[src/rtl/cascade_intc_pkg.sv]
package cascade_intc_pkg;

  localparam int DATA_W = 32;

  // word offsets; software drivers depend on these positions
  localparam int OFS_IRQ_STAT   = 0;
  localparam int OFS_RAW        = 1;
  localparam int OFS_IRQ_EN_SET = 2;
  localparam int OFS_IRQ_EN_CLR = 3;
  localparam int OFS_SW_SET     = 4;
  localparam int OFS_SW_CLR     = 5;
  localparam int OFS_FIQ_STAT   = 8;
  localparam int OFS_FIQ_RAW    = 9;
  localparam int OFS_FIQ_EN_SET = 10;
  localparam int OFS_FIQ_EN_CLR = 11;

  // update strobes from decode to the state registers
  typedef struct packed {
    logic irqSet;
    logic irqClr;
    logic fiqSet;
    logic fiqClr;
    logic swSet;
    logic swClr;
  } regStrobes_t;

  typedef enum logic [2:0] {
    SEL_ZERO,
    SEL_IRQ_STAT,
    SEL_RAW,
    SEL_IRQ_EN,
    SEL_SW,
    SEL_FIQ_STAT,
    SEL_FIQ_EN
  } readSel_e;

endpackage

[src/rtl/cascade_intc_ctrl.sv]
module cascade_intc_ctrl
  import cascade_intc_pkg::*;
#(
  parameter int NUM_SRC = 32,
  parameter int ADDR_W  = 4
) (
  input  logic               wrEn,
  input  logic               rdEn,
  input  logic [ADDR_W-1:0]  addr,
  input  logic               swWrBit,
  input  logic [NUM_SRC-1:0] irqEn,
  input  logic [NUM_SRC-1:0] fiqEn,
  input  logic [NUM_SRC-1:0] rawLevel,
  output regStrobes_t        stb,
  output logic [DATA_W-1:0]  rdData
);

  localparam logic [ADDR_W-1:0] A_IRQ_STAT   = ADDR_W'(OFS_IRQ_STAT);
  localparam logic [ADDR_W-1:0] A_RAW        = ADDR_W'(OFS_RAW);
  localparam logic [ADDR_W-1:0] A_IRQ_EN_SET = ADDR_W'(OFS_IRQ_EN_SET);
  localparam logic [ADDR_W-1:0] A_IRQ_EN_CLR = ADDR_W'(OFS_IRQ_EN_CLR);
  localparam logic [ADDR_W-1:0] A_SW_SET     = ADDR_W'(OFS_SW_SET);
  localparam logic [ADDR_W-1:0] A_SW_CLR     = ADDR_W'(OFS_SW_CLR);
  localparam logic [ADDR_W-1:0] A_FIQ_STAT   = ADDR_W'(OFS_FIQ_STAT);
  localparam logic [ADDR_W-1:0] A_FIQ_RAW    = ADDR_W'(OFS_FIQ_RAW);
  localparam logic [ADDR_W-1:0] A_FIQ_EN_SET = ADDR_W'(OFS_FIQ_EN_SET);
  localparam logic [ADDR_W-1:0] A_FIQ_EN_CLR = ADDR_W'(OFS_FIQ_EN_CLR);

  readSel_e           rdSel;
  logic [NUM_SRC-1:0] rdVal;

  // write decode: status and undefined offsets raise no strobe
  always_comb begin
    stb = '0;
    if (wrEn) begin
      case (addr)
        A_IRQ_EN_SET: stb.irqSet = 1'b1;
        A_IRQ_EN_CLR: stb.irqClr = 1'b1;
        A_FIQ_EN_SET: stb.fiqSet = 1'b1;
        A_FIQ_EN_CLR: stb.fiqClr = 1'b1;
        A_SW_SET:     stb.swSet  = swWrBit;
        A_SW_CLR:     stb.swClr  = swWrBit;
        default:      stb = '0;
      endcase
    end
  end

  // read decode: write-only and undefined offsets select zero
  always_comb begin
    rdSel = SEL_ZERO;
    if (rdEn) begin
      case (addr)
        A_IRQ_STAT:   rdSel = SEL_IRQ_STAT;
        A_RAW:        rdSel = SEL_RAW;
        A_FIQ_RAW:    rdSel = SEL_RAW;
        A_IRQ_EN_SET: rdSel = SEL_IRQ_EN;
        A_SW_SET:     rdSel = SEL_SW;
        A_FIQ_STAT:   rdSel = SEL_FIQ_STAT;
        A_FIQ_EN_SET: rdSel = SEL_FIQ_EN;
        default:      rdSel = SEL_ZERO;
      endcase
    end
  end

  always_comb begin
    case (rdSel)
      SEL_IRQ_STAT: rdVal = rawLevel & irqEn;
      SEL_RAW:      rdVal = rawLevel;
      SEL_IRQ_EN:   rdVal = irqEn;
      SEL_SW:       rdVal = {{(NUM_SRC-1){1'b0}}, rawLevel[0]};
      SEL_FIQ_STAT: rdVal = rawLevel & fiqEn;
      SEL_FIQ_EN:   rdVal = fiqEn;
      default:      rdVal = '0;
    endcase
  end

  assign rdData = DATA_W'(rdVal);

endmodule

[src/rtl/cascade_intc_datapath.sv]
module cascade_intc_datapath
  import cascade_intc_pkg::*;
#(
  parameter int NUM_SRC = 32
) (
  input  logic               clk,
  input  logic               rstN,
  input  regStrobes_t        stb,
  input  logic [NUM_SRC-1:0] wrMask,
  input  logic [NUM_SRC-1:0] srcIn,
  output logic [NUM_SRC-1:0] irqEn,
  output logic [NUM_SRC-1:0] fiqEn,
  output logic [NUM_SRC-1:0] rawLevel,
  output logic               irq,
  output logic               fiq
);

  logic [NUM_SRC-1:0] irqEnQ;
  logic [NUM_SRC-1:0] fiqEnQ;
  logic               swQ;
  logic               irqQ;
  logic               fiqQ;

  // raw level: bit 0 merges the software bit, the rest pass straight through
  for (genvar i = 0; i < NUM_SRC; i++) begin : gRaw
    if (i == 0) begin : gSoft
      assign rawLevel[i] = srcIn[i] | swQ;
    end else begin : gExt
      assign rawLevel[i] = srcIn[i];
    end
  end

  always_ff @(posedge clk or negedge rstN) begin
    if (!rstN) begin
      irqEnQ <= '0;
      fiqEnQ <= '0;
      swQ    <= 1'b0;
      irqQ   <= 1'b0;
      fiqQ   <= 1'b0;
    end else begin
      irqEnQ <= (irqEnQ | (stb.irqSet ? wrMask : '0)) & ~(stb.irqClr ? wrMask : '0);
      fiqEnQ <= (fiqEnQ | (stb.fiqSet ? wrMask : '0)) & ~(stb.fiqClr ? wrMask : '0);
      if (stb.swSet) begin
        swQ <= 1'b1;
      end else if (stb.swClr) begin
        swQ <= 1'b0;
      end
      irqQ <= |(rawLevel & irqEnQ);
      fiqQ <= |(rawLevel & fiqEnQ);
    end
  end

  assign irqEn = irqEnQ;
  assign fiqEn = fiqEnQ;
  assign irq   = irqQ;
  assign fiq   = fiqQ;

endmodule

[src/rtl/cascade_intc.sv]
module cascade_intc
  import cascade_intc_pkg::*;
#(
  parameter int NUM_SRC = 32,
  parameter int ADDR_W  = 4
) (
  input  logic               clk,
  input  logic               rstN,
  input  logic               wrEn,
  input  logic               rdEn,
  input  logic [ADDR_W-1:0]  addr,
  input  logic [DATA_W-1:0]  wrData,
  output logic [DATA_W-1:0]  rdData,
  input  logic [NUM_SRC-1:0] srcIn,
  output logic               irq,
  output logic               fiq
);

  regStrobes_t        stb;
  logic [NUM_SRC-1:0] irqEn;
  logic [NUM_SRC-1:0] fiqEn;
  logic [NUM_SRC-1:0] rawLevel;

  cascade_intc_ctrl #(
    .NUM_SRC (NUM_SRC),
    .ADDR_W  (ADDR_W)
  ) ctrl_i (
    .wrEn     (wrEn),
    .rdEn     (rdEn),
    .addr     (addr),
    .swWrBit  (wrData[0]),
    .irqEn    (irqEn),
    .fiqEn    (fiqEn),
    .rawLevel (rawLevel),
    .stb      (stb),
    .rdData   (rdData)
  );

  cascade_intc_datapath #(
    .NUM_SRC (NUM_SRC)
  ) dp_i (
    .clk      (clk),
    .rstN     (rstN),
    .stb      (stb),
    .wrMask   (wrData[NUM_SRC-1:0]),
    .srcIn    (srcIn),
    .irqEn    (irqEn),
    .fiqEn    (fiqEn),
    .rawLevel (rawLevel),
    .irq      (irq),
    .fiq      (fiq)
  );

endmodule

[config.mk]
export PLATFORM = sky130hd
export DESIGN_NAME = cascade_intc
export DESIGN_NICKNAME = d
export VERILOG_FILES = /design/src/rtl/cascade_intc_pkg.sv /design/src/rtl/cascade_intc_ctrl.sv /design/src/rtl/cascade_intc_datapath.sv /design/src/rtl/cascade_intc.sv
export SDC_FILE = /design/constraint.sdc
export NUM_CORES = 1
export LEC_CHECK = 0
export ABC_AREA = 1
export BUFFER_PORTS_ARGS = -buffer_cell sky130_fd_sc_hd__buf_2
export CORE_MARGIN = 5
export CORE_UTILIZATION = 50
export DETAILED_ROUTE_END_ITERATION = 8
export PLACE_DENSITY = 0.82
export SYNTH_ARGS = -nofsm -noshare
export SYNTH_HDL_FRONTEND = slang
export SYNTH_SLANG_ARGS = --single-unit
[constraint.sdc]
create_clock -name clk -period 1.25 [get_ports clk]
set_input_delay 0.0625 -clock clk [delete_from_list [all_inputs] [get_ports clk]]
set_output_delay 0.0625 -clock clk [all_outputs]
set_load 0.005 [all_outputs]
==> metrics.md <==
| Metric | Value |
|---|---|
| Commonest cells in the synthesized netlist | a21oi_1 (132), nand2_1 (110), nand4_1 (80) |
| Share of synthesized cell area in full adder, half adder and majority cells | 0 |
| Maximum single-stage delay on the critical path | 0.18 ns |
| Leakage power figure | 2.95 nW |
| Commonest register cell after synthesis | dfrtp_1 |
| Total core area | 0.00864 sq mm |
| Violated checks | setup timing |
| Share of the synthesized netlist area taken by xor and xnor gates | 0 |
| Worst path bufs/invs | 6 |
| Placed insts | 835 |
| DRC viols | 0 |
| Pre-CTS setup slack | -0.553 ns |
| Cell occurring most often along the worst timing path | buf_6 |
| Peak clock frequency supported by timing | 636 MHz |
| Root buffer selected by CTS | clkbuf_8 |
| Cell count after synthesis | 621 |
| Final number of max-transition violations | 0 |
| Worst skew pair latency | 0.34 ns |
| Die footprint | 0.0108 sq mm |
| Chain of cells forming the critical path | buf_12, buf_6, nor2_4, nand2_4, buf_6, a21oi_4, buf_6, buf_8, nand4_1, nand4_1, buf_2 |
| Total power draw | 6.99 mW |
| Peak supply drop | 0.000626 V |
| Count of standard-cell rows | 34 |
| Critical Path Slowest Stage Cell | a21oi_4 |
| Number of enable-type register cells in the synthesized netlist | 0 |
| Detail Placement HPWL | 11,000 microns |
| Number of vias per cell | 6.28 |
| Routability congestion estimate | 0.922 |
| CTS Buffer Depth | 2 |
| Syn nets | 693 |
| Simple-gate share of the synthesized area | 0.371 |
| Number of clock buffers inserted by TritonCTS | 9 |
| Gate family responsible for the most delay along the worst path | buffers and inverters |
| Proportion of synthesized area in mux cells | 0 |
| IO Count | 106 |
| Antenna violations before repair | 0 |
| First-pass DRT Iterations | 6 |
| Register area share after synthesis | 0.380 |
| Power share of the combinational group | 0.302 |
| Area taken by multi-input logic gates | 0.00250 sq mm |
| Number of synthesized register bits | 67 |
| Ys async rst share | 1.00 |
| Minimum setup slack in the final design | -0.322 ns |
| Number of warnings reported in the yosys synthesis log | 0 |
| CTS sink cnt | 67 |
| Cell Area, Placed | 0.00527 sq mm |
| Clock-pin slew reported for the worst setup and hold paths after clock tree synthesis | 0.08 ns |
| Maximum number of pins on one net before global-route repair | 68 |
| DR vias | 5,699 |
| Number of DRC markers after the initial detailed-route iteration | 724 |
| Horizontal die dimension | 104 microns |
| Proportion of power drawn by flip-flops and latches | 0.441 |
| Worst Hold Class | in -> reg |
| Port bufs | 105 |
| Switching fraction of total power | 0.356 |
| Setup repair after global routing missed its margin | true |
| Most frequent cell after synthesis | a21oi_1 |
| Mapped Avg Cell Area | 7.10 sq um |
| Pwr dens | 1110 mW/mm^2 |
| Status | complete, but fails checks |
| Filler instances | 646 |
| Effective utilization at floorplan | 0.510 |
| Count of final setup violators | 33 |
| Sort of element at the end of the critical path | primary output |
| Startpoint-to-endpoint class of the critical path | in -> out |
| Slew headroom | 0.747 |
| Main area contributors after synthesis | dfrtp_1 (38%), a21oi_1 (15%), nand4_1 (11%) |
| Number of diodes added for antenna fixing | 0 |
| Kind of launch point of the worst setup path | input pin |
| Largest family of logic cells by synthesized area | simple AND/OR/NAND/NOR gates |
| Endpoint required time on the critical path | 1.19 ns |
| Finished Cell Area | 0.00629 sq mm |
| Summed instance area of the synthesized netlist | 0.00441 sq mm |
| Number of maximum-capacitance violations | 0 |
| Switching power | 2.49 mW |
| Antenna-violating nets left | 0 |
| Fraction of the mapped netlist area in compound gates | 0.165 |
| Share of final-layout standard cells stronger than drive strength 1 | 0.261 |
| Final worst path period need | 1.57 ns |
| Cell taking the most area after synthesis | dfrtp_1 |
| Clock tree from TritonCTS | yes |
| Arrival time of data at the critical path endpoint | 1.51 ns |
| First-pass GRT wire length | 27,900 microns |
| Clock tree skew after final layout | 0.0105 ns |
| Final nets | 867 |
| Overall fraction of global-route tracks in use | 0.310 |
| Number of global-route vias before repair | 5,583 |
| Worst slew pin tran | 0.379 ns |
| Syn-to-layout area delta | 42.6% |
| Routed Wire Length | 17,500 microns |
| Crit-path max FO | 13 |
| Part of the total power dissipated in the clock network | 0.258 |
| Post-detailed-route wirelength per cell | 19.3 microns |
| Final Hold Slack | 0.0978 ns |
| Number of standard cells in the layout, taps in and fillers out | 908 |
| Height of the chip | 104 microns |
| Count of H-tree levels built during CTS | 3 |
| Final period util | 1.26 |
| Total gr overflow | 0 |
| Count of distinct cell types in the synthesized netlist | 25 |
| Final Hold Fails | 0 |
| Internal Pwr Total | 4.50 mW |
| Area of all sequential standard cells | 0.00168 sq mm |
| Top-area cell type share of the netlist area | 0.380 |
-- final timing paths --
kind                                   to  slack, ns           start  cells past startpoint
max                            rdData[19]      -0.32         addr[3]                     11
min                              dp_i.swQ        0.1            wrEn                      3
max reg2reg                      dp_i.fiq      -0.02  dp_i.fiqEn[14]                      4
min in group asynchronous  dp_i.fiqEn[28]       0.26            rstN                      3
max in group asynchronous   dp_i.fiqEn[2]       0.68            rstN                      3
min reg2reg                dp_i.irqEn[14]       0.53  dp_i.irqEn[14]                      2
-- sequential cells by signal (all words and copies together), names as in the netlist --
name,count
dp_i.fiq,1
dp_i.fiqEn,32
dp_i.irq,1
dp_i.irqEn,32
dp_i.swQ,1
-- worst register-to-register path, stage by stage (launching register included) --
cell and delay, ns:
dfrtp_1 0.41, nand2_1 0.15, nand3_1 0.12, nor4_2 0.33
nand4_1 0.13
-- per-layer routing --
metal  vias up  share of wire  global-route usage  wire length, microns
li1       2526              -                   -                     -
met1      2646           0.37               0.394                  6430
met2       461           0.47               0.495                  8300
met3        66           0.12              0.0751                  2180
met4         0          0.035               0.153                   613
met5         -              0                   0                     0
-- layout by cell type (no fill, tap or decap), types with 2 or more instances in the layout --
cell type	Yosys	final
nand2_4	0	3
nor2_2	4	2
nor3_1	3	2
nand4_1	80	80
clkbuf_8	0	9
inv_4	0	2
inv_1	41	41
dlygate4sd3_1	0	34
nor2_1	60	55
buf_4	2	36
buf_12	0	14
buf_8	0	4
clkbuf_1	5	2
nand2_2	3	4
nand3b_1	31	31
dfrtp_1	67	67
clkinv_2	0	3
buf_6	1	12
o21ai_0	3	3
buf_2	31	101
nand3_1	35	34
nand2_1	110	105
nor2_4	2	10
a21boi_0	3	3
a21oi_1	132	132
-- what timing repair did --
| action | CTS | global route |
|---|---|---|
| gates resized for setup | 55 | 16 |
| setup buffers | 20 | 3 |
| endpoints found under the hold margin | 131 | 0 |
| pin swaps | 15 | 20 |
| hold buffers | 34 | 0 |
| cloned | 6 | 0 |
| setup endpoints to repair | 33 | 32 |
-- area by class of cell --
class	instances	area share
Tap cell	108	0.0215
Clock buffer	11	0.0209
Sequential cell	67	0.267
Clock inverter	5	0.00856
Multi-Input combinational cell	472	0.398
Timing Repair Buffer	202	0.258
Inverter	43	0.0265
-- power groups by stage --
stage	Clock (mW)	Combinational (mW)	Sequential [mW]
2_1_floorplan	0	1.10	2.98
4_1_cts	1.80	2.04	3.06
5_1_grt	1.93	2.32	3.14
3_5_place_dp	0	1.78	3.09
6_report	1.80	2.11	3.08
3_3_place_gp	0	1.71	3.08
-- kinds of logic after synthesis --
family	Yosys count
and+or+nand+nor	329
DFF	67
AOI/OAI and AO/OA	142
buffers and inverters	83
-- per-stage QoR --
stage / utilization / TNS (ns)
CTS: 0.730 / -5.76
finish: 0.728 / -7.73
global placement: 0.610 / -12.49
detailed placement: 0.610 / -15.14
floorplan: - / 0
global route: 0.728 / -9.15
Power figures use the tool's default switching activity.
